**config.mk**
```make
export PLATFORM = sky130hd
export DESIGN_NAME = irq_entry_seq
export DESIGN_NICKNAME = d
export VERILOG_FILES = /design/src/rtl/irq_seq_pkg.sv /design/src/rtl/irq_prio_enc.sv /design/src/rtl/irq_wake_detect.sv /design/src/rtl/irq_entry_seq.sv
export SDC_FILE = /design/constraint.sdc
export NUM_CORES = 1
export LEC_CHECK = 0
export ABC_AREA = 1
export BUFFER_PORTS_ARGS = -buffer_cell sky130_fd_sc_hd__buf_2
export CORE_MARGIN = 5
export CORE_UTILIZATION = 53
export CTS_CLUSTER_SIZE = 40
export DETAILED_ROUTE_END_ITERATION = 6
export PLACE_DENSITY = 0.89
export RECOVER_POWER = 100
export SLEW_MARGIN = 10
export SYNTH_ARGS = -nofsm -noshare
export SYNTH_HDL_FRONTEND = slang
export SYNTH_SLANG_ARGS = --single-unit
```
**constraint.sdc**
```tcl
create_clock -name clk -period 2.15 [get_ports clk]
set_input_delay 0.43 -clock clk [delete_from_list [all_inputs] [get_ports clk]]
set_output_delay 0.43 -clock clk [all_outputs]
set_load 0.1 [all_outputs]
```
**src/rtl/irq_seq_pkg.sv**
```systemverilog
package irq_seq_pkg;

    localparam int CTX_BYTES = 5;

    typedef enum logic [2:0] {
        ST_RUN,
        ST_PUSH,
        ST_VEC,
        ST_POP,
        ST_WAIT,
        ST_HALT
    } seq_state_e;

endpackage

```
**src/rtl/irq_prio_enc.sv**
```systemverilog
module irq_prio_enc #(
    parameter int NSRC  = 8,
    localparam int IDX_W = (NSRC > 1) ? $clog2(NSRC) : 1
) (
    input  logic [NSRC-1:0]  req_i,
    output logic             valid_o,
    output logic [IDX_W-1:0] idx_o
);

    // Lowest index wins: scan from the top so the lowest set bit is kept.
    always_comb begin
        valid_o = 1'b0;
        idx_o   = '0;
        for (int i = NSRC - 1; i >= 0; i--) begin
            if (req_i[i]) begin
                valid_o = 1'b1;
                idx_o   = IDX_W'(i);
            end
        end
    end

endmodule

```
**src/rtl/irq_wake_detect.sv**
```systemverilog
module irq_wake_detect #(
    parameter int              NSRC      = 8,
    parameter logic [NSRC-1:0] HALT_WAKE = '1
) (
    input  logic [NSRC-1:0] req_i,
    output logic            any_o,
    output logic            halt_ok_o
);

    logic [NSRC-1:0] halt_req;

    for (genvar g = 0; g < NSRC; g++) begin : g_src
        if (HALT_WAKE[g]) begin : g_cap
            assign halt_req[g] = req_i[g];
        end else begin : g_nocap
            assign halt_req[g] = 1'b0;
        end
    end

    assign any_o     = |req_i;
    assign halt_ok_o = |halt_req;

endmodule

```
**src/rtl/irq_entry_seq.sv**
```systemverilog
module irq_entry_seq
    import irq_seq_pkg::*;
#(
    parameter int               NSRC      = 8,
    parameter int               SP_W      = 8,
    parameter logic [SP_W-1:0]  SP_RESET  = '1,
    parameter logic [15:0]      VEC_BASE  = 16'hFFFA,
    parameter logic [15:0]      TRAP_VEC  = 16'hFFFC,
    parameter logic [NSRC-1:0]  HALT_WAKE = '1
) (
    input  logic             clk,
    input  logic             rst_n,
    input  logic [NSRC-1:0]  req_i,
    input  logic             trap_i,
    input  logic             instr_done_i,
    input  logic             iret_i,
    input  logic             wait_i,
    input  logic             halt_i,
    input  logic             mask_set_i,
    input  logic             mask_clr_i,
    input  logic [15:0]      pc_i,
    input  logic [7:0]       x_i,
    input  logic [7:0]       a_i,
    input  logic [7:0]       cc_i,
    input  logic [7:0]       stk_rdata_i,
    output logic             stk_wr_o,
    output logic             stk_rd_o,
    output logic [SP_W-1:0]  stk_addr_o,
    output logic [7:0]       stk_wdata_o,
    output logic [SP_W-1:0]  sp_o,
    output logic             imask_o,
    output logic             vec_valid_o,
    output logic [15:0]      vec_addr_o,
    output logic [NSRC-1:0]  ack_o,
    output logic             trap_ack_o,
    output logic             rest_valid_o,
    output logic [15:0]      rest_pc_o,
    output logic [7:0]       rest_x_o,
    output logic [7:0]       rest_a_o,
    output logic [7:0]       rest_cc_o,
    output logic             wake_o,
    output logic             in_wait_o,
    output logic             in_halt_o
);

    localparam int IDX_W   = (NSRC > 1) ? $clog2(NSRC) : 1;
    localparam int CNT_W   = $clog2(CTX_BYTES);
    localparam int PAD_W   = 15 - IDX_W;
    localparam logic [CNT_W-1:0] CNT_LAST = CNT_W'(CTX_BYTES - 1);

    typedef struct packed {
        seq_state_e       state;
        logic [CNT_W-1:0] cnt;
        logic [SP_W-1:0]  sp;
        logic             imask;
        logic             trap_pend;
        logic             sel_trap;
        logic [IDX_W-1:0] sel_idx;
        logic [15:0]      ctx_pc;
        logic [7:0]       ctx_x;
        logic [7:0]       ctx_a;
        logic [7:0]       ctx_cc;
        logic             vec_valid;
        logic [15:0]      vec_addr;
        logic [NSRC-1:0]  ack;
        logic             trap_ack;
        logic             rest_valid;
        logic [15:0]      rest_pc;
        logic [7:0]       rest_x;
        logic [7:0]       rest_a;
        logic [7:0]       rest_cc;
        logic             wake;
    } seq_t;

    seq_t q, d;

    logic             pend_valid;
    logic [IDX_W-1:0] pend_idx;
    logic             wake_any;
    logic             wake_halt;
    logic             wr;
    logic             rd;
    logic [SP_W-1:0]  addr;
    logic [7:0]       wdata;

    irq_prio_enc #(.NSRC(NSRC)) u_prio (
        .req_i   (req_i),
        .valid_o (pend_valid),
        .idx_o   (pend_idx)
    );

    irq_wake_detect #(.NSRC(NSRC), .HALT_WAKE(HALT_WAKE)) u_wake (
        .req_i     (req_i),
        .any_o     (wake_any),
        .halt_ok_o (wake_halt)
    );

    always_comb begin
        d            = q;
        d.vec_valid  = 1'b0;
        d.ack        = '0;
        d.trap_ack   = 1'b0;
        d.rest_valid = 1'b0;
        d.wake       = 1'b0;
        wr           = 1'b0;
        rd           = 1'b0;
        addr         = q.sp;
        wdata        = '0;

        unique case (q.state)
            ST_RUN: begin
                if (mask_set_i) d.imask = 1'b1;
                if (mask_clr_i) d.imask = 1'b0;
                if (instr_done_i) begin
                    if (iret_i) begin
                        d.state = ST_POP;
                        d.cnt   = '0;
                    end else if (q.trap_pend || trap_i ||
                                 (pend_valid && !q.imask)) begin
                        d.state    = ST_PUSH;
                        d.cnt      = '0;
                        d.sel_trap = q.trap_pend || trap_i;
                        d.sel_idx  = pend_idx;
                        d.ctx_pc   = pc_i;
                        d.ctx_x    = x_i;
                        d.ctx_a    = a_i;
                        d.ctx_cc   = cc_i;
                    end else if (wait_i) begin
                        d.state = ST_WAIT;
                    end else if (halt_i) begin
                        d.state = ST_HALT;
                    end
                end
            end
            ST_PUSH: begin
                wr   = 1'b1;
                d.sp = q.sp - 1'b1;
                case (q.cnt)
                    CNT_W'(0): wdata = q.ctx_pc[7:0];
                    CNT_W'(1): wdata = q.ctx_pc[15:8];
                    CNT_W'(2): wdata = q.ctx_x;
                    CNT_W'(3): wdata = q.ctx_a;
                    default:   wdata = q.ctx_cc;
                endcase
                d.cnt = q.cnt + 1'b1;
                if (q.cnt == CNT_LAST) d.state = ST_VEC;
            end
            ST_VEC: begin
                d.vec_valid = 1'b1;
                d.imask     = 1'b1;
                d.state     = ST_RUN;
                if (q.sel_trap) begin
                    d.vec_addr  = TRAP_VEC;
                    d.trap_ack  = 1'b1;
                    d.trap_pend = 1'b0;
                end else begin
                    d.vec_addr = VEC_BASE - {{PAD_W{1'b0}}, q.sel_idx, 1'b0};
                    d.ack      = NSRC'(1) << q.sel_idx;
                end
            end
            ST_POP: begin
                rd   = 1'b1;
                addr = q.sp + 1'b1;
                d.sp = q.sp + 1'b1;
                case (q.cnt)
                    CNT_W'(0): d.rest_cc       = stk_rdata_i;
                    CNT_W'(1): d.rest_a        = stk_rdata_i;
                    CNT_W'(2): d.rest_x        = stk_rdata_i;
                    CNT_W'(3): d.rest_pc[15:8] = stk_rdata_i;
                    default:   d.rest_pc[7:0]  = stk_rdata_i;
                endcase
                d.cnt = q.cnt + 1'b1;
                if (q.cnt == CNT_LAST) begin
                    d.rest_valid = 1'b1;
                    d.imask      = 1'b0;
                    d.state      = ST_RUN;
                end
            end
            ST_WAIT: begin
                if (wake_any) begin
                    d.state = ST_RUN;
                    d.wake  = 1'b1;
                end
            end
            ST_HALT: begin
                if (wake_halt) begin
                    d.state = ST_RUN;
                    d.wake  = 1'b1;
                end
            end
            default: d.state = ST_RUN;
        endcase

        if (trap_i) d.trap_pend = 1'b1;
    end

    always_ff @(posedge clk or negedge rst_n) begin
        if (!rst_n) begin
            q       <= '0;
            q.state <= ST_RUN;
            q.sp    <= SP_RESET;
            q.imask <= 1'b1;
        end else begin
            q <= d;
        end
    end

    assign stk_wr_o     = wr;
    assign stk_rd_o     = rd;
    assign stk_addr_o   = addr;
    assign stk_wdata_o  = wdata;
    assign sp_o         = q.sp;
    assign imask_o      = q.imask;
    assign vec_valid_o  = q.vec_valid;
    assign vec_addr_o   = q.vec_addr;
    assign ack_o        = q.ack;
    assign trap_ack_o   = q.trap_ack;
    assign rest_valid_o = q.rest_valid;
    assign rest_pc_o    = q.rest_pc;
    assign rest_x_o     = q.rest_x;
    assign rest_a_o     = q.rest_a;
    assign rest_cc_o    = q.rest_cc;
    assign wake_o       = q.wake;
    assign in_wait_o    = (q.state == ST_WAIT);
    assign in_halt_o    = (q.state == ST_HALT);

endmodule

```
Yosys cells after proc, flatten, opt, wreduce, memory -nomap -nowiden
Index checks and enable logic that the tools add are counted.

word-level totals
  input port bits = 65
  bits in registers = 128

operators by class
  bitwise gates (word level) = 2
  reduce and logical (&&, ||, !) cells = 25
  $add $sub $neg = 4
  muxes and demuxes = 53
  equality and inequality tests = 16
  shift operators = 1

operators with widths
  operator                                          count
  two-way mux 8 bit                                 8
  two-way mux 3 bit                                 15
  two-way mux 41 bit                                1
  case mux 8 bit (4 select lines)                   1
  two-way mux 26 bit                                1
  two-way mux 1 bit                                 20
  two-way mux 16 bit                                1
  case mux 8 bit (2 select lines)                   1
  == test 3 x 2 -> 1 bit, second input constant     4
  two-way mux 6 bit                                 2
  case mux 3 bit (4 select lines)                   1
  AND reduction 2 bit                               6
  == test 3 bit, second input constant              3
  adder 8 x 1 -> 8 bit, second input constant       1
  nonzero test 2 bit                                4
  OR reduction 8 bit                                1
  << shifter 1 x 3 -> 8 bit, first input constant   1
  subtractor 8 x 1 -> 8 bit, second input constant  1
  == test 3 x 1 -> 1 bit, second input constant     2
  zero test 3 bit                                   2
  != test 2 bit, second input constant              3
  != test 3 bit, second input constant              2
  case mux 3 bit (2 select lines)                   1
  AND reduction 3 bit                               2
  14 further kinds                                  17

Depth between registers and ports, before layout
Gate-level depths: netlist (run 1).

  depth in word-level cells = 14
  mapped depth = 11

Hierarchy
From an unflattened synthesis (run 1), not the netlist that was laid out.

second synthesis, totals
  cell total of the unflattened synthesis = 739
  area total of the unflattened synthesis = 6158.4 um^2

by module, submodules not included
  module           cells an instance  instances  area an instance (um^2)
  irq_entry_seq    701                1          5995.8
  irq_prio_enc     22                 1          98.8
  irq_wake_detect  16                 1          63.8

Worst setup path after synthesis (run 1)
OpenSTA, ideal clock, no wires.

  path kind = reg-to-output
  from = reg q[126] in the netlist's numbering
  to = out stk_wdata_o[0]
  required time = 1720 ps
  stages on the path, launching flop included = 7
  arrival = 3916 ps
  slack = -2196 ps
  path through = dfrtp_1 > inv_1 > nand2_1 > nor2_1 > inv_1 > clkbuf_1 > a21oi_1

on the way
  cells in the longest elaborated chain, start to end = 2

ends and longest elaborated chain
  what                    line                  text
  start: declaration      irq_entry_seq.sv:75   seq_t q, d;
  == test 3 x 1 -> 1 bit  irq_entry_seq.sv:110  unique case (q.state)
  two-way mux 8 bit       irq_entry_seq.sv:110
  end: declaration        irq_entry_seq.sv:29   output logic [7:0] stk_wdata_o,

Every way passes these cells.

Final worst setup path (run 1)
  from = reg q[122] in the netlist's numbering
  to = out stk_wdata_o[7]

on the way
  cells in the longest elaborated chain, start to end = 3
  elaborated cells between the ends (all ways) = 6

ends and longest elaborated chain
  what                                            line                  text
  == test 3 x 2 -> 1 bit (tied with other cells)  irq_entry_seq.sv:138  case (q.cnt)
  case mux 8 bit (4 select lines) *               irq_entry_seq.sv:138
  two-way mux 8 bit *                             irq_entry_seq.sv:110

Mark *: on every way between the ends. The rest lies on a longest branch, timed or not.

==> impl_metrics.env, run 1 <==
export IMPL_grt_usage_pct=23.9
export IMPL_first_iter_violations=405
export IMPL_syn_nets=767
export IMPL_ys_ff_latch=117
export IMPL_cts_tree="built"
export IMPL_fmax_mhz=377
export IMPL_clk_latency_ns=0.51
export IMPL_drive_gt1_share_pct=37.8
export IMPL_antenna_left=0
export IMPL_diodes=0
export IMPL_syn_area_per_cell_um2=8.41
export IMPL_htreeDepth=4
export IMPL_clock_sinks=117
export IMPL_cp_max_fo=9
export IMPL_grt_pass1_vias=5081
export IMPL_synth_area_leader_cell="dfrtp_1"
export IMPL_rsz0062_at_grt="true"
export IMPL_pin_count=162
export IMPL_r2r_end="rest_cc_o[1]"
export IMPL_setup_viol=53
export IMPL_reg2reg_depth=8
export IMPL_cts_root_buffer="clkbuf_8"
export IMPL_worst_setup_path_end_kind="primary output"
export IMPL_vias=5187
export IMPL_drc=0
export IMPL_setup_tns_ns=-9.18
export IMPL_hold_path_class="primary input to register"
export IMPL_area_growth_pct=34.1
export IMPL_grt_overflow_total=0
export IMPL_grt_first_pass_wirelength_um=24800
export IMPL_dp_hpwl_um=10500
export IMPL_status="finished, violations left"
export IMPL_holdPathStages=3
export IMPL_fin_nets=903
export IMPL_placementRows=38
export IMPL_crit_arrival_ns=2.22
export IMPL_antenna_found_initial=0
export IMPL_netlist_instances=692
export IMPL_gp_congestion=0.864
export IMPL_start_util_pct=53.9
export IMPL_worst_pin_slew_ns=0.997
export IMPL_drv_slew=0
export IMPL_min_to="q[71]"
export IMPL_io_buffers=160
export IMPL_fin_crit_ns=2.65
export IMPL_drt_wl_total_um=16300
export IMPL_die_area_um2=13200
export IMPL_die_x_um=115
export IMPL_avgRoutedWirePerCell_um=16.6
export IMPL_cp_start_kind="register"
export IMPL_ys_seq_area_share_pct=50.5
export IMPL_finalWorstSetupSlack_ns=-0.502
export IMPL_drt_first_pass_iters=6
export IMPL_r2r_start="q[126]"
export IMPL_core_um2=10800
export IMPL_timing_hold_violations_final=0
export IMPL_yosysUniqueCellTypes=31
export IMPL_synth_area_top_cells="dfrtp_1 46%, nand2_1 15%, buf_4 9.3%, o21ai_0 6.0%, dfstp_2 4.1%"
export IMPL_holdCritStartpoint="cc_i[3]"
export IMPL_synth_area_um2=5820
export IMPL_clk_pin_slew_ns=0.06
export IMPL_critPathKind="register to primary output"
export IMPL_yosys_area_top_type_share_pct=46.4
export IMPL_die_y_um=115
export IMPL_worst_ep_required_time_ns=1.72
export IMPL_slew_headroom_pct=33.6
export IMPL_fin_skew_ns=0.0138
export IMPL_violations="setup timing"
export IMPL_yosys_warnings=0
export IMPL_finalCritPeriodShare_pct=123
export IMPL_grt_start_max_net_pins=51
export IMPL_routed_via_density=5.29
export IMPL_r2r_slack_ns=-0.16
export IMPL_cts_made_buffers=17
export IMPL_drv_cap=0
export IMPL_clockBufferDepth=2
## per-stage QoR
step / setup slack (ns) / hold slack [ns] / area, um^2 / util [%] / cells
after CTS: -0.584 / 0.0991 / 7750 / 71.8 / 973
after global placement: -0.211 / 0.447 / 6800 / 63.0 / 917
after detailed placement: -0.316 / 0.454 / 6800 / 63.0 / 917
final: -0.502 / 0.112 / 7810 / 72.3 / 981
after floorplan: -0.255 / 0.134 / 6060 / - / 692
after global routing: -0.589 / 0.104 / 7810 / 72.3 / 981
## worst max path at each step
stage,start,endpoint,slack (ns),cells after the start
6_report,q[122],stk_wdata_o[7],-0.50,9
5_1_grt,q[122],stk_wdata_o[4],-0.59,9
4_1_cts,q[123],stk_wdata_o[0],-0.58,7
3_5_place_dp,q[122],stk_wdata_o[0],-0.32,8
3_3_place_gp,q[122],stk_wdata_o[4],-0.21,8
2_1_floorplan,q[122],stk_wdata_o[0],-0.26,7
## routing by layer
metal	vias up	share of wire [%]	global-route usage, %
li1	2420	-	-
met1	2519	39	29.8
met2	209	52	40.4
met3	39	6.7	4.47
met4	0	2.5	11.2
met5	-	0	0
## registers in the layout, indices dropped and copies added, names as in the netlist, 5 cells and up
register,count
sp_o,8
rest_cc_o,8
rest_x_o,8
ack_o,8
rest_pc_o,16
q,51
vec_addr_o,5
rest_a_o,8
## critical path, stage by stage, from the launching register on
cell     delay [ns]
dfrtp_1        0.41
inv_2          0.07
ha_2           0.20
nand2_4        0.06
inv_2          0.05
nor4_4         0.31
buf_12         0.18
nand2_1        0.09
a21oi_4        0.15
buf_12         0.19
## cells by family after synthesis
| kind of cell | Yosys count | share of synthesized area, % |
|---|---|---|
| fa+ha+maj | 10 | 2.15 |
| buf+inv | 146 | 14.5 |
| compound gates | 110 | 10.8 |
| simple gates | 305 | 21.5 |
| flops | 117 | 50.5 |
| xor+xnor | 3 | 0.452 |
| other cells | 1 | 0.0644 |
## synth_stat cells
cell / n
o21bai_1: 2
o31ai_1: 3
o21ai_2: 8
nand3b_1: 1
xnor2_1: 1
nand2_1: 227
nor2_1: 36
inv_1: 52
nor3_1: 5
dfstp_2: 9
dfrtp_1: 108
nand3_1: 14
o211ai_1: 3
a21oi_1: 15
conb_1: 1
clkbuf_1: 12
or2_2: 4
inv_2: 1
ha_1: 10
o21ai_0: 70
xor2_1: 2
nand2_2: 2
nand4_1: 9
nand2_4: 2
buf_6: 2
buf_2: 7
o21ai_1: 1
a221oi_1: 8
nor2_2: 4
buf_4: 72
nor4_4: 1
## layout make-up
class,instances,area (um^2)
fillers,727,2990
flip-flops and latches,117,2940
multi-input cells,429,2410
repair buffers,210,1500
clock buffers,17,414
inverters,53,205
well taps,140,175
clock inverters,15,159
## placed cells by master, fill, tap and decap left out, types with 9 or more instances in the layout
master	count
nand2_1	220
dfrtp_1	108
clkbuf_2	76
o21ai_0	67
buf_2	65
inv_1	44
nor2_1	33
buf_4	28
buf_12	19
clkbuf_16	16
nand4_1	9
buf_6	9
## repair_timing
item | 4_1_cts | 5_1_grt
pin swaps | 13 | 15
hold endpoints to repair | 34 | 0
setup buffers | 23 | 11
resized for setup | 45 | 25
hold buffers | 1 | 0
cloned | 0 | 0
setup endpoints to repair | 18 | 21
Power of run 1 is not shown: default switching activity piles up to over one toggle a cycle in this logic, so the estimate is an artifact.
==> inputs of run 2 (changes only) <==
Settings changed: ABC_AREA 1 to not set, CORE_UTILIZATION 53 to 52, PLACE_DENSITY 0.89 to 0.88.
==> run 2 against run 1 <==
Effect of this change:
- the flow still finishes with violations (setup timing)
- fmax is 3.2% lower
- clock-buffer cell count is 2 higher
- area after synthesis is 1.9% lower
- sequential share of layout area is 0.14 points lower
- synthesized cell count is 30% lower
- core utilization is 0.30 points higher
- clock skew is 0.0049 ns lower
- highest routed layer unchanged
- wire length is 11% lower
- worst setup slack worse by 0.088 ns
- largest cell class unchanged
==> impl_metrics.env, run 2 <==
export IMPL_fin_nets=704
export IMPL_drt_first_pass_iters=4
export IMPL_r2r_end="ack_o[0]"
export IMPL_hold_path_class="primary input to register"
export IMPL_die_x_um=115
export IMPL_clock_sinks=117
export IMPL_cts_made_buffers=17
export IMPL_grt_pass1_vias=4544
export IMPL_vias=4228
export IMPL_grt_start_max_net_pins=49
export IMPL_grt_overflow_total=0
export IMPL_drc=0
export IMPL_antenna_left=0
export IMPL_diodes=0
export IMPL_crit_arrival_ns=2.31
export IMPL_clk_pin_slew_ns=0.06
export IMPL_timing_hold_violations_final=0
export IMPL_antenna_found_initial=0
export IMPL_syn_area_per_cell_um2=11.8
export IMPL_ys_seq_area_share_pct=51.5
export IMPL_synth_edff_count=0
export IMPL_placementRows=38
export IMPL_core_um2=10800
export IMPL_setup_tns_ns=-12.51
export IMPL_r2r_slack_ns=-0.17
export IMPL_top_register="q"
export IMPL_yosysUniqueCellTypes=51
export IMPL_clk_latency_ns=0.51
export IMPL_yosys_warnings=0
export IMPL_grt_usage_pct=22.4
export IMPL_pre_cts_slack_ns=-0.104
export IMPL_min_to="q[107]"
export IMPL_layout_common_cells="107 x dfrtp_1, 75 x clkbuf_2, 66 x buf_2, 43 x mux2_1, 40 x mux2_2"
export IMPL_layout_commonest_cell="dfrtp_1"
export IMPL_finalWorstSetupSlack_ns=-0.590
export IMPL_htreeDepth=4
export IMPL_drv_cap=0
export IMPL_die_area_um2=13200
export IMPL_dp_hpwl_um=10400
export IMPL_cts_root_buffer="clkbuf_8"
export IMPL_pin_count=162
export IMPL_synth_area_um2=5710
export IMPL_fin_skew_ns=0.00886
export IMPL_fmax_mhz=365
export IMPL_routed_via_density=5.41
export IMPL_synth_top_cells_by_count="108 x dfrtp_1, 76 x buf_4, 43 x mux2_1"
export IMPL_synth_ff_type="dfrtp_1"
export IMPL_worst_ep_required_time_ns=1.72
export IMPL_worst_pin_slew_ns=1.17
export IMPL_cts_tree="built"
export IMPL_cp_max_fo=7
export IMPL_die_y_um=115
export IMPL_cp_start_kind="register"
export IMPL_worst_setup_path_end_kind="primary output"
export IMPL_drv_slew=0
export IMPL_ys_ff_latch=117
export IMPL_syn_nets=557
export IMPL_io_buffers=160
export IMPL_reg2reg_depth=5
export IMPL_violations="setup timing"
export IMPL_fillers=731
export IMPL_synth_most_common_cell="dfrtp_1"
export IMPL_drt_wl_total_um=14400
export IMPL_finalCritPeriodShare_pct=127
export IMPL_area_growth_pct=37.3
export IMPL_largest_reg_flops=51
export IMPL_ys_async_sr_fraction_pct=100
export IMPL_slew_headroom_pct=21.7
export IMPL_first_iter_violations=199
export IMPL_rsz0062_at_grt="true"
export IMPL_holdCritStartpoint="pc_i[15]"
export IMPL_status="finished, violations left"
export IMPL_synth_area_leader_cell="dfrtp_1"
export IMPL_yosys_area_top_type_share_pct=47.3
export IMPL_gp_congestion=0.895
export IMPL_setup_viol=72
export IMPL_avgRoutedWirePerCell_um=18.5
export IMPL_critPathKind="register to primary output"
export IMPL_fin_crit_ns=2.74
export IMPL_start_util_pct=52.9
export IMPL_clockBufferDepth=2
export IMPL_netlist_instances=482
export IMPL_r2r_start="q[126]"
export IMPL_drive_gt1_share_pct=53.5
export IMPL_holdPathStages=2
export IMPL_grt_first_pass_wirelength_um=22800
export IMPL_synth_area_top_cells="dfrtp_1 47%, buf_4 10%, mux2_1 8.5%, mux2_2 7.9%, dfstp_2 4.1%"
[run 2: cell count changes in the layout (fill, tap and decap cells not counted), sizes merged, moves of 5 or more]
| cell | change |
|---|---|
| xor2 | +7 |
| a222oi | +8 |
| mux2 | +83 |
| o21ai | -70 |
| nand2 | -210 |
| inv | -48 |
| buf | +7 |
| nand4 | -7 |
| a21oi | -5 |
| nand3 | -8 |
| or3 | +6 |
[run 2: final cells by class]
type,instances,area [um^2],share of cell area [%]
sequential,117,2940,37.5
clock inverter,12,155,1.98
clock buffer,19,422,5.38
inverter,13,55.1,0.702
tap,140,175,2.23
multi-input combinational,262,2490,31.8
timing repair buffer,218,1600,20.4
[run 2: metal layers]
metal  track usage (%)  wire [um]  up-vias
met3              5.95        927       23
li1                  -          -     1910
met5                 0          0        -
met1              27.5       5710     2147
met2              38.4       7510      148
met4              7.98        299        0
[run 2: what timing repair did]
item	CTS	global route
hold buffers	1	0
hold endpoints to repair	42	0
pin swaps	9	17
setup buffers	15	11
setup endpoints to repair	20	23
gates resized for setup	41	22
[run 2: worst max path at each step]
stage	startpoint	end	slack, ns	cells past startpoint
final	q[122]	stk_wdata_o[3]	-0.59	7
after global routing	q[122]	stk_wdata_o[4]	-0.68	8
after CTS	q[122]	stk_wdata_o[1]	-0.61	7
after detailed placement	q[122]	stk_wdata_o[0]	-0.10	8
after global placement	q[122]	stk_wdata_o[3]	-0.03	8
after floorplan	q[127]	stk_addr_o[6]	-0.45	5
[run 2: worst max-delay path, cell delays in order, from the launching register on]
cell and delay [ns]:
dfrtp_1 0.42, buf_4 0.15, ha_1 0.19, ha_1 0.24
buf_4 0.21, a221oi_2 0.33, nor2_4 0.09, buf_12 0.17
[run 2: metrics by stage]
| stage | area, um^2 | cells | util, % | hold slack, ns |
|---|---|---|---|---|
| 3_5_place_dp | 6900 | 726 | 63.9 | 0.479 |
| 2_1_floorplan | 5970 | 482 | - | 0.134 |
| 6_report | 7840 | 781 | 72.6 | 0.130 |
| 4_1_cts | 7770 | 773 | 72.0 | 0.0989 |
| 3_3_place_gp | 6900 | 726 | 63.9 | 0.456 |
| 5_1_grt | 7840 | 781 | 72.6 | 0.101 |
[run 2: cell families after synthesis]
group           synth area share [%]
compound gates                  6.79
fa+ha+maj                       2.19
mux                             16.9
simple gates                    8.77
flops                           51.5
xor+xnor                        1.99
other cells                   0.0657
buf+inv                         11.8
Power of run 2 is left out for the same reason.
==> inputs of run 3 (changes only) <==
--- a/config.mk
+++ b/config.mk
@@ -13,4 +13,5 @@
 export PLACE_DENSITY = 0.88
 export RECOVER_POWER = 100
+export SKIP_LAST_GASP = 1
 export SLEW_MARGIN = 10
 export SYNTH_ARGS = -nofsm -noshare
==> constraint.sdc (replaced) <==
create_clock -name clk -period 2.15 [get_ports clk]
set_input_delay 0.215 -clock clk [delete_from_list [all_inputs] [get_ports clk]]
set_output_delay 0.215 -clock clk [all_outputs]
set_load 0.1 [all_outputs]
==> run 3 against run 2 <==
Effect of this change:
- first-iteration DRC count grew 69%
- the flow still finishes with violations (setup timing)
- non-clock buffer count grew 38
- via count grew 4.7%
- core utilization grew 3.4 points
- highest routed layer is now met5
- largest cell class unchanged
- flip-flop and latch count is the same
- sequential share of layout area shrank 1.7 points
- die area is the same
- fmax grew 6.4%
- worst setup slack gained 0.16 ns
- register-to-register slack gained 0.17 ns
==> impl_metrics.env, run 3 (synthesis gave the netlist of run 2 again) <==
export IMPL_start_util_pct=52.9
export IMPL_reg2reg_depth=8
export IMPL_grt_usage_pct=24.3
export IMPL_slew_headroom_pct=35.1
export IMPL_grt_first_pass_wirelength_um=24800
export IMPL_clk_pin_slew_ns=0.06
export IMPL_antenna_found_initial=1
export IMPL_clk_latency_ns=0.51
export IMPL_routed_via_density=5.39
export IMPL_grt_start_max_net_pins=51
export IMPL_drv_slew=0
export IMPL_crit_arrival_ns=2.36
export IMPL_worst_pin_slew_ns=0.973
export IMPL_placedCellCount=713
export IMPL_fin_crit_ns=2.58
export IMPL_critPathKind="register to primary output"
export IMPL_placementRows=38
export IMPL_avgRoutedWirePerCell_um=19.3
export IMPL_layout_commonest_cell="dfrtp_1"
export IMPL_worst_setup_path_end_kind="primary output"
export IMPL_drv_cap=0
export IMPL_vias=4426
export IMPL_clockBufferDepth=2
export IMPL_fin_skew_ns=0.00943
export IMPL_largest_reg_flops=51
export IMPL_grt_pass1_vias=4786
export IMPL_layout_common_cells="107 x dfrtp_1, 80 x clkbuf_2, 65 x buf_2, 50 x dlygate4sd3_1, 43 x mux2_1"
export IMPL_pin_count=162
export IMPL_rsz0062_at_grt="true"
export IMPL_r2r_slack_ns=0
export IMPL_r2r_end="rest_pc_o[5]"
export IMPL_cts_made_buffers=17
export IMPL_io_buffers=160
export IMPL_setup_viol=17
export IMPL_status="finished, violations left"
export IMPL_die_x_um=115
export IMPL_cp_max_fo=11
export IMPL_startpoint="q[122]"
export IMPL_crit_end="stk_wdata_o[1]"
export IMPL_top_register="q"
export IMPL_dp_hpwl_um=10200
export IMPL_drc=0
export IMPL_timing_hold_violations_final=0
export IMPL_finalWorstSetupSlack_ns=-0.426
export IMPL_cp_start_kind="register"
export IMPL_finalCritPeriodShare_pct=120
export IMPL_violations="setup timing"
export IMPL_first_iter_violations=336
export IMPL_worst_ep_required_time_ns=1.93
export IMPL_die_y_um=115
export IMPL_fin_nets=742
export IMPL_grt_overflow_total=0
export IMPL_drt_wl_total_um=15900
export IMPL_hold_path_class="primary input to register"
export IMPL_fmax_mhz=388
export IMPL_gp_congestion=0.858
export IMPL_die_area_um2=13200
export IMPL_cts_tree="built"
export IMPL_htreeDepth=4
export IMPL_area_growth_pct=43.7
export IMPL_drive_gt1_share_pct=48.8
export IMPL_drt_first_pass_iters=6
export IMPL_fillers=646
export IMPL_core_um2=10800
export IMPL_cts_root_buffer="clkbuf_8"
export IMPL_stdcell_count=821
export IMPL_antenna_left=0
export IMPL_r2r_start="q[122]"
export IMPL_clock_sinks=117
run 3: through the flow:
step | hold WS, ns | util, % | area, um^2 | TNS, ns | setup slack [ns]
finish | 0.0237 | 76.0 | 8200 | -4.45 | -0.426
global route | 0.00209 | 76.0 | 8200 | -8.37 | -0.516
CTS | 0.00480 | 75.2 | 8110 | -3.52 | -0.383
detailed placement | 0.217 | 62.5 | 6750 | 0 | 0.0431
global placement | 0.202 | 62.5 | 6750 | 0 | 0.0991
floorplan | -0.0806 | - | 5970 | -1.72 | -0.235
run 3: how the worst min path moves through the flow:
stage	startpoint	end	slack, ns	cells after the start
after floorplan	rst_n	ack_o[0]	-0.08	0
after global placement	rst_n	q[69]	0.20	1
after detailed placement	rst_n	q[76]	0.22	1
after CTS	stk_rdata_i[2]	rest_x_o[2]	0.005	2
after global routing	stk_rdata_i[2]	rest_x_o[2]	0.002	2
final	stk_rdata_i[2]	rest_x_o[2]	0.02	2
run 3: repair_timing:
| item | in CTS | in global routing |
|---|---|---|
| setup buffers | 15 | 10 |
| pin swaps | 21 | 17 |
| endpoints found under the setup margin | 14 | 19 |
| hold buffers | 50 | 0 |
| resized for setup | 29 | 23 |
| endpoints found under the hold margin | 98 | 0 |
| gates cloned | 0 | 1 |
run 3: area by class of cell:
class / count / area [um^2] / area share (%)
Sequential cell: 117 / 2940 / 35.8
Multi-Input combinational cell: 262 / 2480 / 30.3
Timing Repair Buffer: 256 / 1940 / 23.7
Clock buffer: 17 / 414 / 5.05
Clock inverter: 15 / 181 / 2.21
Tap cell: 140 / 175 / 2.14
Inverter: 13 / 65.1 / 0.793
Antenna cell: 1 / 2.50 / 0.0305
run 3: layer usage:
metal / global-route usage [%] / wire length [um] / vias up
li1: - / - / 1998
met1: 29.1 / 6100 / 2172
met2: 41.6 / 8120 / 208
met3: 7.32 / 1210 / 46
met4: 8.76 / 435 / 2
met5: 0 / 7 / -
run 3: critical path, stage by stage (launching register included):
cell	delay (ns)
dfrtp_1	0.43
inv_2	0.09
ha_2	0.21
buf_6	0.14
a222oi_1	0.36
nor2_1	0.10
a221oi_2	0.28
nor2_4	0.07
buf_12	0.17
Power of run 3 is left out for the same reason.
